## config.mk

```make
export PLATFORM = sky130hd
export DESIGN_NAME = sdram_powerup_seq
export DESIGN_NICKNAME = d
export VERILOG_FILES = /design/src/rtl/sdram_seq_pkg.sv /design/src/rtl/sdram_cfg_decode.sv /design/src/rtl/sdram_refresh_timer.sv /design/src/rtl/sdram_init_fsm.sv /design/src/rtl/sdram_powerup_seq.sv
export SDC_FILE = /design/constraint.sdc
export NUM_CORES = 1
export LEC_CHECK = 0
export BUFFER_PORTS_ARGS = -buffer_cell sky130_fd_sc_hd__clkbuf_2
export CAP_MARGIN = 20
export CORE_MARGIN = 1
export CORE_UTILIZATION = 26
export CTS_CLUSTER_DIAMETER = 200
export DETAILED_ROUTE_END_ITERATION = 6
export PLACE_DENSITY_LB_ADDON = 0.25
export SLEW_MARGIN = 20
export SYNTH_ARGS = -nofsm -noshare
export SYNTH_HDL_FRONTEND = slang
export SYNTH_SLANG_ARGS = --single-unit
```

## constraint.sdc

```tcl
create_clock -name clk -period 7.6 [get_ports clk]
set_input_delay 1.52 -clock clk [delete_from_list [all_inputs] [get_ports clk]]
set_output_delay 1.52 -clock clk [all_outputs]
set_load 0.02 [all_outputs]
```

## src/rtl/sdram_seq_pkg.sv

```systemverilog
// Shared types for the SDRAM power-up sequencer.
// Assumes a 21-bit configuration word with the field layout given below.
package sdram_seq_pkg;

    // Command encodings on {cs_n, ras_n, cas_n, we_n}
    typedef enum logic [3:0] {
        CMD_LMR = 4'b0000,
        CMD_REF = 4'b0001,
        CMD_PRE = 4'b0010,
        CMD_NOP = 4'b0111
    } sdr_cmd_e;

    localparam int CFG_W      = 21;
    localparam int F_NC_LO    = 0;
    localparam int F_NR_LO    = 2;
    localparam int F_NB       = 4;
    localparam int F_CAS_LO   = 5;
    localparam int F_BUS16    = 8;
    localparam int F_TRC_LO   = 9;
    localparam int F_TRP_LO   = 13;
    localparam int F_TRAS_LO  = 17;
    localparam int TFIELD_W   = 4;
    localparam int GAP_W      = TFIELD_W + 1;
    localparam int CAP_W      = 6;
    localparam int INIT_REFS  = 8;
    localparam int MRD_CYC    = 3;
    localparam int PRE_ALL_BIT = 10;

endpackage

```

## src/rtl/sdram_cfg_decode.sv

```systemverilog
// Decodes the static configuration word into the quantities the sequencer
// needs: effective precharge wait, refresh spacing, mode word and capacity.
// Assumes ADDR_W > 6 so the mode word fits on the address bus.
module sdram_cfg_decode
    import sdram_seq_pkg::*;
#(
    parameter int ADDR_W = 13
) (
    input  logic [CFG_W-1:0]    cfg_word,
    output logic [TFIELD_W-1:0] trp_eff,
    output logic [GAP_W-1:0]    ref_gap,
    output logic [ADDR_W-1:0]   mode_word,
    output logic [CAP_W-1:0]    cap_log2
);

    logic [1:0]          nc, nr;
    logic                nb, bus16;
    logic [2:0]          cas_lat;
    logic [TFIELD_W-1:0] t_rc, t_rp, t_ras;
    logic [GAP_W-1:0]    ras_plus_rp, rc_wide, gap_raw;

    // Split the word into named fields
    always_comb begin
        nc      = cfg_word[F_NC_LO +: 2];
        nr      = cfg_word[F_NR_LO +: 2];
        nb      = cfg_word[F_NB];
        cas_lat = cfg_word[F_CAS_LO +: 3];
        bus16   = cfg_word[F_BUS16];
        t_rc    = cfg_word[F_TRC_LO +: TFIELD_W];
        t_rp    = cfg_word[F_TRP_LO +: TFIELD_W];
        t_ras   = cfg_word[F_TRAS_LO +: TFIELD_W];
    end

    // Precharge wait never shorter than one cycle
    always_comb begin
        trp_eff = (t_rp == '0) ? TFIELD_W'(1) : t_rp;
    end

    // Refresh spacing: larger of row cycle and active+precharge, at least one
    always_comb begin
        ras_plus_rp = GAP_W'(t_ras) + GAP_W'(t_rp);
        rc_wide     = GAP_W'(t_rc);
        gap_raw     = (rc_wide > ras_plus_rp) ? rc_wide : ras_plus_rp;
        ref_gap     = (gap_raw == '0) ? GAP_W'(1) : gap_raw;
    end

    // Mode word: burst length 1, sequential, CAS latency in bits 6:4
    always_comb begin
        mode_word      = '0;
        mode_word[6:4] = cas_lat;
    end

    // Capacity in log2 bytes from geometry and bus width
    always_comb begin
        cap_log2 = CAP_W'(8) + CAP_W'(nc) + CAP_W'(11) + CAP_W'(nr)
                 + CAP_W'(nb) + CAP_W'(1) + (bus16 ? CAP_W'(1) : CAP_W'(2));
    end

endmodule

```

## src/rtl/sdram_refresh_timer.sv

```systemverilog
// Periodic refresh timer. Counts only while enabled, raises a request on each
// expiry, clears it when the sequencer serves it, and flags a lost request.
// Assumes RELOAD >= 1.
module sdram_refresh_timer #(
    parameter int RELOAD = 780
) (
    input  logic clk,
    input  logic rst_n,
    input  logic run_en,
    input  logic serve,
    output logic req_q,
    output logic overrun_q
);

    localparam int TW = (RELOAD < 2) ? 1 : $clog2(RELOAD);

    logic [TW-1:0] cnt_q;
    logic          tick;

    // Expiry when enabled and count has reached zero
    always_comb begin
        tick = run_en && (cnt_q == '0);
    end

    // Down-counter with reload, pending request and sticky overrun
    always_ff @(posedge clk) begin
        if (!rst_n) begin
            cnt_q     <= TW'(RELOAD - 1);
            req_q     <= 1'b0;
            overrun_q <= 1'b0;
        end else begin
            if (run_en) begin
                cnt_q <= tick ? TW'(RELOAD - 1) : cnt_q - TW'(1);
            end
            req_q     <= tick | (req_q & ~serve);
            overrun_q <= overrun_q | (tick & req_q & ~serve);
        end
    end

endmodule

```

## src/rtl/sdram_init_fsm.sv

```systemverilog
// Power-up script and run-time refresh issue. Holds NOP for PAUSE_CYC cycles,
// then precharge-all, INIT_REFS refreshes, mode load, MRD wait, then normal
// mode. Command, address and bank outputs are registered.
// Assumes ADDR_W > PRE_ALL_BIT and static decode inputs.
module sdram_init_fsm
    import sdram_seq_pkg::*;
#(
    parameter int PAUSE_CYC = 10000,
    parameter int ADDR_W    = 13,
    parameter int BA_W      = 2
) (
    input  logic                clk,
    input  logic                rst_n,
    input  logic [TFIELD_W-1:0] trp_eff,
    input  logic [GAP_W-1:0]    ref_gap,
    input  logic [ADDR_W-1:0]   mode_word,
    input  logic                refresh_req,
    output sdr_cmd_e            cmd_q,
    output logic [ADDR_W-1:0]   addr_q,
    output logic [BA_W-1:0]     ba_q,
    output logic                init_done_q,
    output logic                serve
);

    localparam int PW = $clog2(PAUSE_CYC + 1);
    localparam int WW = (PW > GAP_W + 1) ? PW : GAP_W + 1;
    localparam int RC_W = $clog2(INIT_REFS + 1);

    typedef enum logic [2:0] {
        ST_PAUSE,
        ST_INITREF,
        ST_LOADMODE,
        ST_MRD,
        ST_RUN
    } seq_state_e;

    seq_state_e       state_q;
    logic [WW-1:0]    wait_q;
    logic [RC_W-1:0]  refs_left_q;
    logic             act;

    // Ready to act once the wait counter has drained
    always_comb begin
        act   = (wait_q == '0);
        serve = act && (state_q == ST_RUN) && refresh_req;
    end

    // Sequencer state, wait counter and registered command bus
    always_ff @(posedge clk) begin
        if (!rst_n) begin
            state_q     <= ST_PAUSE;
            wait_q      <= WW'(PAUSE_CYC - 1);
            refs_left_q <= RC_W'(INIT_REFS);
            cmd_q       <= CMD_NOP;
            addr_q      <= '0;
            ba_q        <= '0;
            init_done_q <= 1'b0;
        end else begin
            cmd_q  <= CMD_NOP;
            addr_q <= '0;
            ba_q   <= '0;
            if (!act) begin
                wait_q <= wait_q - WW'(1);
            end else begin
                unique case (state_q)
                    ST_PAUSE: begin
                        cmd_q               <= CMD_PRE;
                        addr_q[PRE_ALL_BIT] <= 1'b1;
                        wait_q              <= WW'(trp_eff) - WW'(1);
                        refs_left_q         <= RC_W'(INIT_REFS);
                        state_q             <= ST_INITREF;
                    end
                    ST_INITREF: begin
                        cmd_q       <= CMD_REF;
                        wait_q      <= WW'(ref_gap) - WW'(1);
                        refs_left_q <= refs_left_q - RC_W'(1);
                        if (refs_left_q == RC_W'(1)) begin
                            state_q <= ST_LOADMODE;
                        end
                    end
                    ST_LOADMODE: begin
                        cmd_q   <= CMD_LMR;
                        addr_q  <= mode_word;
                        wait_q  <= WW'(MRD_CYC - 1);
                        state_q <= ST_MRD;
                    end
                    ST_MRD: begin
                        init_done_q <= 1'b1;
                        state_q     <= ST_RUN;
                    end
                    ST_RUN: begin
                        if (refresh_req) begin
                            cmd_q  <= CMD_REF;
                            wait_q <= WW'(ref_gap) - WW'(1);
                        end
                    end
                    default: state_q <= ST_PAUSE;
                endcase
            end
        end
    end

endmodule

```

## src/rtl/sdram_powerup_seq.sv

```systemverilog
// Top of the SDRAM power-up and refresh sequencer. Derives the pause length
// and refresh reload from CLK_HZ, decodes the configuration word, and joins
// the script sequencer with the refresh timer.
// Assumes cfg_word is stable while rst_n is high.
module sdram_powerup_seq
    import sdram_seq_pkg::*;
#(
    parameter int CLK_HZ = 50_000_000,
    parameter int ADDR_W = 13,
    parameter int BA_W   = 2
) (
    input  logic              clk,
    input  logic              rst_n,
    input  logic [CFG_W-1:0]  cfg_word,
    output logic              sd_cs_n,
    output logic              sd_ras_n,
    output logic              sd_cas_n,
    output logic              sd_we_n,
    output logic [ADDR_W-1:0] sd_addr,
    output logic [BA_W-1:0]   sd_ba,
    output logic              init_done,
    output logic              refresh_overrun,
    output logic [CAP_W-1:0]  cap_log2
);

    localparam int PAUSE_RAW  = (CLK_HZ / 1000) * 200 / 1000;
    localparam int PAUSE_CYC  = (PAUSE_RAW < 1) ? 1 : PAUSE_RAW;
    localparam int RELOAD_RAW = 156 * (CLK_HZ / 1000) / 10000;
    localparam int REF_RELOAD = (RELOAD_RAW < 1) ? 1 : RELOAD_RAW;

    logic [TFIELD_W-1:0] trp_eff;
    logic [GAP_W-1:0]    ref_gap;
    logic [ADDR_W-1:0]   mode_word;
    logic                refresh_req, serve;
    sdr_cmd_e            cmd_q;

    sdram_cfg_decode #(.ADDR_W(ADDR_W)) u_dec (
        .cfg_word  (cfg_word),
        .trp_eff   (trp_eff),
        .ref_gap   (ref_gap),
        .mode_word (mode_word),
        .cap_log2  (cap_log2)
    );

    sdram_init_fsm #(
        .PAUSE_CYC (PAUSE_CYC),
        .ADDR_W    (ADDR_W),
        .BA_W      (BA_W)
    ) u_fsm (
        .clk         (clk),
        .rst_n       (rst_n),
        .trp_eff     (trp_eff),
        .ref_gap     (ref_gap),
        .mode_word   (mode_word),
        .refresh_req (refresh_req),
        .cmd_q       (cmd_q),
        .addr_q      (sd_addr),
        .ba_q        (sd_ba),
        .init_done_q (init_done),
        .serve       (serve)
    );

    sdram_refresh_timer #(.RELOAD(REF_RELOAD)) u_tmr (
        .clk       (clk),
        .rst_n     (rst_n),
        .run_en    (init_done),
        .serve     (serve),
        .req_q     (refresh_req),
        .overrun_q (refresh_overrun)
    );

    // Drive the command pins from the registered command
    always_comb begin
        {sd_cs_n, sd_ras_n, sd_cas_n, sd_we_n} = 4'(cmd_q);
    end

endmodule

```

Yosys cells after proc, flatten, opt, wreduce, memory -nomap -nowiden
Cells that the tools add are included.
W data, S select, Z words.
{"block": "totals", "reg_bits": 51, "word_cells": 68}
{"block": "classes", "n_addsub": 12, "order_cmp": 1, "eq_ne": 8, "mux": 14, "bitwise": 7, "reduce_logical": 15}
{"op": "$pmux W14 S4", "count": 1}
{"op": "$mux W14", "count": 2}
{"op": "$pmux W4 S4", "count": 1}
{"op": "$pmux W3 S5", "count": 1}
{"op": "$logic_not A14 Y1", "count": 1}
{"op": "$sub A14 B1 Y14 const B", "count": 1}
{"op": "$logic_not A10 Y1", "count": 1}
{"op": "$mux W10", "count": 1}
{"op": "$mux W5", "count": 2}
{"op": "$sub A10 B1 Y10 const B", "count": 1}
{"op": "$pmux W4 S2", "count": 1}
{"op": "$reduce_and A2 Y1", "count": 4}
{"op": "$add A6 B1 Y6", "count": 1}
{"op": "$add A6 B1 Y6 const B", "count": 1}
{"op": "$add A6 B2 Y6", "count": 1}
{"op": "$add A6 B4 Y6 const B", "count": 1}
{"op": "$add A6 B6 Y6", "count": 1}
{"op": "$eq A3 B2 Y1 const B", "count": 2}
{"op": "$mux W3", "count": 2}
{"op": "$reduce_and A3 Y1", "count": 2}
{"op": "$sub A5 B1 Y6 const B", "count": 1}
{"op": "$add A4 B2 Y5 const A", "count": 1}
{"op": "$add A4 B4 Y5", "count": 1}
{"op": "$gt A4 B5 Y1", "count": 1}
{"op": "other kinds (19)", "count": 25}

Depth between registers and ports, before layout
Gate-level depths: netlist of the first run.
{"block": "depth", "depth_word": 9, "ltp_mapped": 18, "depth_no_buf": 18}

Hierarchy
From an unflattened synthesis of the first run, not the netlist that was laid out.
{"block": "hier_totals", "hier_cells": 369, "hier_area_um2": 3099.2}
{"mod": "sdram_init_fsm", "n_inst": 1, "cells_each": 233, "area_per_inst_um2": 1926.8}
{"mod": "sdram_refresh_timer", "n_inst": 1, "cells_each": 64, "area_per_inst_um2": 596.8}
{"mod": "sdram_cfg_decode", "n_inst": 1, "cells_each": 72, "area_per_inst_um2": 575.6}

Worst setup path after synthesis of the first run
OpenSTA, ideal clock, no wires.
{"block": "synth_path", "path_type": "in2reg", "start": "input cfg_word[13]", "end": "register u_fsm.wait_q[1]", "setup_time_ps": 79, "t_arrival_ps": 4727, "t_required_ps": 7521, "slack_ps": 2794, "cell_stages": 17, "n_path_buf": 0, "path_cell_list": "ha_1 -> fa_1 -> inv_1 -> ha_1 -> nor2b_1 -> o211a_1 -> o21a_1 -> a21oi_1 -> o211ai_1 -> o221a_1 -> ha_1 -> or2_1 -> a221oi_1 -> a21oi_1 -> o21ai_0 -> o211ai_1 -> o211ai_1"}
{"block": "synth_via", "elab_chain_cells": 9, "elab_cells_between_ends": 12, "classes_between": "3 x add/sub; 1 x order compare; 6 x mux; 2 x reduce/logical"}
{"element": "start: declaration", "line": "sdram_powerup_seq.sv:14", "text": "input logic [CFG_W-1:0] cfg_word,"}
{"element": "$add A4 B4 Y5", "line": "sdram_cfg_decode.sv:41", "text": "ras_plus_rp = GAP_W'(t_ras) + GAP_W'(t_rp);"}
{"element": "$gt A4 B5 Y1", "line": "sdram_cfg_decode.sv:43", "text": "gap_raw = (rc_wide > ras_plus_rp) ? rc_wide : ras_plus_rp;"}
{"element": "$mux W5", "line": "sdram_cfg_decode.sv:43"}
{"element": "$logic_not A5 Y1", "line": "sdram_cfg_decode.sv:44", "text": "ref_gap = (gap_raw == '0) ? GAP_W'(1) : gap_raw;"}
{"element": "$mux W5", "line": "sdram_cfg_decode.sv:44"}
{"element": "$sub A5 B1 Y6", "line": "sdram_init_fsm.sv:75, sdram_init_fsm.sv:94"}
{"element": "$mux W14", "line": "sdram_init_fsm.sv:92", "text": "if (refresh_req) begin"}
{"element": "$pmux W14 S4 (*)", "line": "sdram_init_fsm.sv:65", "text": "unique case (state_q)"}
{"element": "$mux W14 (*)", "line": "sdram_init_fsm.sv:62", "text": "if (!act) begin"}
{"element": "end signal: assignment", "line": "sdram_init_fsm.sv:63", "text": "wait_q <= wait_q - WW'(1);"}
{"element": "end signal: assignment", "line": "sdram_init_fsm.sv:75", "text": "wait_q <= WW'(ref_gap) - WW'(1);"}
{"element": "end signal: assignment", "line": "sdram_init_fsm.sv:94", "text": "wait_q <= WW'(ref_gap) - WW'(1);"}
{"element": "end: declaration", "line": "sdram_init_fsm.sv:38", "text": "logic [WW-1:0] wait_q;"}
Mark *: on every way between the ends. The rest lies on a longest branch, timed or not. The select of a mux whose other input is x is not followed.
A chain may end at the register's enable or synchronous reset.

Worst setup path in the final report of the first run
Ends and elaborated chain as after synthesis.

==> results_dict.tcl, run 1 <==
set metrics [dict create \
    status "completed" \
    ctsHoldBuffers 0 \
    overflow 0 \
    nets 386 \
    min_period_ps 4950 \
    gp_congestion 0.842 \
    dpl_cell_area_um2 2840 \
    grt_max_degree 21 \
    setup-tns-final_ps 0 \
    clk_pin_slew_ps 80 \
    reg2regPathDepth 7 \
    min_period_over_period 0.651 \
    grt_pass1_vias 2122 \
    rsz0062_at_grt "false" \
    numPortBuffers 35 \
    netlist_area_um2 2600 \
    relSlewSlack 0.329 \
    reg2reg_from "u_fsm.wait_q[0]" \
    postCtsResizedCells 0 \
    cp.arrival_ps 5170 \
    nFillCells 1070 \
    critical_path.slowest_cell "fa_1" \
    die_area_um2 10400 \
    grt_pass1_wl_mm 9.53 \
    pin_count 50 \
    drive_gt1_frac 0.142 \
    vdd.ir_drop.worst_v 0.0000530 \
    ys_seq_elements 41 \
    final_cell_mix "dfxtp_1, clkbuf_2, nand2_1" \
    clock_skew_ps 7.37 \
    slowest_delay_ps 550 \
    antenna_cells 0 \
    wl_per_cell_um 11.7 \
    cts_max_level 2 \
    synth.largest_area_cell "dfxtp_1" \
    synth_ff_type "dfxtp_1" \
    yosys.area.top_type_share 0.316 \
    place_inst 469 \
    worstPathRequired_ps 7820 \
    clockBufferDepth 2 \
    min_path_type "reg -> reg" \
    wl_mm 5.60 \
    drc_errors 0 \
    core-area_um2 9730 \
    syn_area_per_cell_um2 8.30 \
    viasPerCell 4.64 \
    post_cts_buffers 0 \
    rrSetupSlack_ps 4860 \
    crit_path_end_kind "register" \
    synth_edf_count 0 \
    final_util 0.300 \
    async_flop_share 0 \
    criticalPathCategory "in -> reg" \
    die_h_um 102 \
    first_pass_iters 4 \
    cts_buffers 5 \
    clock_latency_ps 300 \
    reg2reg_to "u_fsm.wait_q[6]" \
    track_usage 0.116 \
    holdPathStages 2 \
    crit_family "compound AO/OA/AOI/OAI gates" \
    vias 2215 \
    fmax_ghz 0.202 \
    tritoncts "done" \
    die_x_um 102 \
    cts_num_sinks 41 \
    ys_warn_count 0 \
    cap_violations 0 \
    place_worst_setup_slack_ps 2330 \
    ant_nets 0 \
    hpwl_mm 4.22 \
    antenna_found_initial 0 \
    startpoint_type "input pin" \
    final_common_cell "dfxtp_1" \
    worstPathMaxFanout 5 \
    worst_slack_ps 2650 \
    synth_area_leaders "dfxtp_1, ha_1, nand2_1, nor2_1, buf_4" \
    num_rows 36 \
    holdPathEnd "u_tmr.overrun_q" \
    seq_area_frac_synth 0.316 \
    initial_core_util 0.267 \
    area_growth_pct 12.4 \
    drv_slew 0 \
    synthCells 313 \
    crit_chain "clkbuf_2, ha_1, fa_1, inv_1, ha_1, nor2b_1, o211a_1, o21a_1, a21oi_1, o211ai_1, o221a_1, ha_1, or2_1, a221oi_1, a21oi_1, o21ai_0, o211ai_1, o211ai_1" \
    cts-root-buf "clkbuf_8" \
    leakage_nw 1.19 \
    layout.cells.non_filler 477 \
    finalInstanceArea_um2 2920 \
    critPathBufInv 2 \
    hold_viol_final 0 \
    drtIter0Drc 86 \
    power_density_nw_per_um2 160 \
    ys_types 51 \
    tightest_slew_ps 1000 \
    setup_viol 0 \
    hp-start "u_tmr.overrun_q" \
]
-- sequential cells by signal (all words and copies together) (netlist names) --
signal,flops
u_fsm.addr_q,4
u_fsm.cmd_q,3
u_fsm.init_done_q,1
u_fsm.refs_left_q,4
u_fsm.state_q,3
u_fsm.wait_q,14
u_tmr.cnt_q,10
u_tmr.overrun_q,1
u_tmr.req_q,1
-- power breakdown --
| part | leakage (nW) | internal [mW] | switching [mW] | total (mW) |
|---|---|---|---|---|
| Sequential | 0.332 | 0.217 | 0.00322 | 0.220 |
| Combinational | 0.813 | 0.0420 | 0.0650 | 0.107 |
| Clock | 0.0450 | 0.0638 | 0.0778 | 0.142 |
-- cell type report --
| type | count | area, um2 | share of cell area |
|---|---|---|---|
| Timing Repair Buffer | 35 | 175 | 0.0600 |
| Sequential cell | 41 | 821 | 0.281 |
| Multi-Input combinational cell | 241 | 1610 | 0.549 |
| Tap cell | 133 | 166 | 0.0570 |
| Inverter | 19 | 71.3 | 0.0244 |
| Clock buffer | 6 | 72.6 | 0.0248 |
| Clock inverter | 2 | 10.0 | 0.00343 |
-- tightest hold or removal path: cells and delay by family, from the launching register on --
| family | cells | cell delay (ps) |
|---|---|---|
| flip-flops | 1 | 350 |
| AND/OR/NAND/NOR | 2 | 110 |
-- stage by stage --
stage          total power, mW  hold slack, ps
4_1_cts                  0.475             506
3_3_place_gp             0.330             476
2_1_floorplan            0.310             458
5_1_grt                  0.496             531
3_5_place_dp             0.332             485
6_report                 0.469             497
-- how the worst max path moves through the flow --
stage / slack, ps / cells past startpoint / from / end
final: 2650 / 18 / cfg_word[13] / u_fsm.wait_q[1]
after global routing: 2420 / 18 / cfg_word[13] / u_fsm.wait_q[1]
after CTS: 2630 / 18 / cfg_word[13] / u_fsm.wait_q[1]
after detailed placement: 2330 / 18 / cfg_word[13] / u_fsm.wait_q[1]
after global placement: 2450 / 18 / cfg_word[13] / u_fsm.wait_q[1]
after floorplan: 2790 / 17 / cfg_word[13] / u_fsm.wait_q[1]
-- per-layer routing --
layer	GRT usage	vias up	wire [um]
li1	-	1132	-
met1	0.138	1030	2540
met2	0.194	39	2760
met3	0.0308	14	166
met4	0.0527	0	129
met5	0	-	0
-- logic make-up after synthesis --
| group | after synthesis | synth area share |
|---|---|---|
| AND/OR/NAND/NOR | 118 | 0.247 |
| flip-flops | 41 | 0.316 |
| adder cells (fa/ha/maj) | 20 | 0.108 |
| XOR/XNOR | 21 | 0.0708 |
| buffers and inverters | 43 | 0.0838 |
| multiplexers | 2 | 0.00770 |
| AO/OA/AOI/OAI | 66 | 0.164 |
| other | 2 | 0.00289 |
-- synthesized netlist by cell type (3+ instances only) --
cell type and count:
or3_1 3, nor2_1 29, nand3_1 8, dfxtp_1 41, a21o_1 3, buf_4 14, nor3_1 9, nor3b_1 7
o31ai_1 3, nand2_1 32, o21ai_1 7, buf_2 3, o21ai_0 7, ha_1 16, o211ai_1 6, clkbuf_1 7
inv_1 19, xnor2_1 12, a21oi_1 20, fa_1 4, nand4_1 5, nor2b_1 3, or4_1 5, xor2_1 9
Power figures use the tool's default switching activity.
==> run 2, diff against run 1 <==
Clock period 7.6 ns to 5.2 ns, I/O delays scaled along.
==> results_dict.tcl, run 2 (synthesis results as in run 1) <==
set metrics [dict create \
    status "completed" \
    post_cts_buffers 0 \
    startpoint_type "input pin" \
    cts_buffers 5 \
    drtIter0Drc 68 \
    die_h_um 102 \
    vias 2223 \
    grt_pass1_vias 2052 \
    min_path_type "reg -> reg" \
    met2_usage 0.191 \
    wl_per_cell_um 11.7 \
    drc_errors 0 \
    worstPathRequired_ps 5420 \
    busiest_layer "met2" \
    rrSetupSlack_ps 2480 \
    crit_chain "clkbuf_2, ha_1, fa_1, inv_1, ha_1, nor2b_1, o211a_1, o21a_1, a21oi_1, o211ai_1, o221a_1, ha_1, or2_1, a221oi_1, a21oi_1, o21ai_0, o211ai_1, o211ai_1" \
    use_met1 0.137 \
    hold_viol_final 0 \
    criticalPathCategory "in -> reg" \
    reg2reg_to "u_fsm.wait_q[6]" \
    min_period_over_period 0.862 \
    ant_nets 0 \
    clk_pin_slew_ps 80 \
    first_pass_iters 4 \
    largest-register "u_fsm.wait_q" \
    antenna_cells 0 \
    postCtsResizedCells 0 \
    drive_gt1_frac 0.145 \
    largest_reg_flops 14 \
    final_util 0.302 \
    area_growth_pct 13.0 \
    crit_path_end_kind "register" \
    worstPathMaxFanout 5 \
    holdPathStages 2 \
    rsz0062_at_grt "false" \
    grt_max_degree 21 \
    nFillCells 1070 \
    holdPathEnd "u_tmr.cnt_q[9]" \
    relSlewSlack 0.338 \
    cap_violations 0 \
    antenna_found_initial 0 \
    leakage_nw 1.20 \
    final_cell_mix "dfxtp_1, clkbuf_2, nand2_1" \
    viasPerCell 4.66 \
    fmax_ghz 0.223 \
    hpwl_mm 4.24 \
    track_usage 0.114 \
    clock_skew_ps 3.74 \
    pin_count 50 \
    final_common_cell "dfxtp_1" \
    drv_slew 0 \
    reg2regPathDepth 7 \
    cp.arrival_ps 4700 \
    critical_path.slowest_cell "fa_1" \
    slowest_delay_ps 550 \
    clock_latency_ps 290 \
    clockBufferDepth 2 \
    register_area_um2 821 \
    grt_pass1_wl_mm 9.42 \
    die_area_um2 10400 \
    core-area_um2 9730 \
    gp_congestion 0.842 \
    cts_num_sinks 41 \
    nets 386 \
    ctsHoldBuffers 0 \
    wl_mm 5.60 \
    crit_family "compound AO/OA/AOI/OAI gates" \
    setup-tns-final_ps 0 \
    grt_use_met3 0.0280 \
    setup_viol 0 \
    reg2reg_from "u_fsm.wait_q[0]" \
    die_x_um 102 \
    tritoncts "done" \
    overflow 0 \
    worst_slack_ps 719 \
    cts_max_level 2 \
    num_rows 36 \
    power_density_nw_per_um2 239 \
    numPortBuffers 35 \
    initial_core_util 0.267 \
    critPathBufInv 2 \
    vdd.ir_drop.worst_v 0.0000950 \
    place_inst 469 \
    tightest_slew_ps 992 \
    multi_input_area_um2 1610 \
    cts-root-buf "clkbuf_8" \
    hp-start "u_tmr.cnt_q[9]" \
    min_period_ps 4480 \
    layout.cells.non_filler 477 \
    place_worst_setup_slack_ps 392 \
    reg_top3 "u_fsm.wait_q: 14 flops, u_tmr.cnt_q: 10 flops" \
]
[run 2: per-layer routing]
| metal | up-vias | part of all wire | wire [um] |
|---|---|---|---|
| li1 | 1135 | - | - |
| met1 | 1038 | 0.46 | 2580 |
| met2 | 37 | 0.49 | 2750 |
| met3 | 13 | 0.026 | 145 |
| met4 | 0 | 0.022 | 124 |
| met5 | - | 0 | 0 |
[run 2: tightest hold or removal path, delay by kind of cell (launching register included)]
| kind | cells | cell delay, ps |
|---|---|---|
| flops | 1 | 350 |
| xor+xnor | 1 | 80 |
| simple gates | 1 | 50 |
[run 2: final cells by class]
cell class | instances | area share
sequential | 41 | 0.280
clock buffer | 6 | 0.0281
tap | 133 | 0.0567
inverter | 19 | 0.0243
multi-input combinational | 241 | 0.547
timing repair buffer | 35 | 0.0597
clock inverter | 2 | 0.00469
[run 2: worst max path at each step]
| stage | startpoint | endpoint | cells past startpoint |
|---|---|---|---|
| after floorplan | cfg_word[13] | u_fsm.wait_q[1] | 17 |
| after global placement | cfg_word[13] | u_fsm.wait_q[1] | 18 |
| after detailed placement | cfg_word[13] | u_fsm.wait_q[1] | 18 |
| after CTS | cfg_word[13] | u_fsm.wait_q[1] | 18 |
| after global routing | cfg_word[13] | u_fsm.wait_q[1] | 18 |
| final | cfg_word[13] | u_fsm.wait_q[1] | 18 |
[run 2: report_power, final]
part           internal, mW  switching (mW)
sequential            0.317         0.00473
clock                 0.108           0.117
combinational        0.0609          0.0950
total                 0.485           0.216
[run 2: through the flow]
step                      hold WS, ps  cell area [um2]  power [mW]
after detailed placement          480             2840       0.486
final                             507             2940       0.702
after global routing              542             2940       0.743
after floorplan                   458             2640       0.453
after global placement            476             2840       0.482
after CTS                         506             2940       0.712
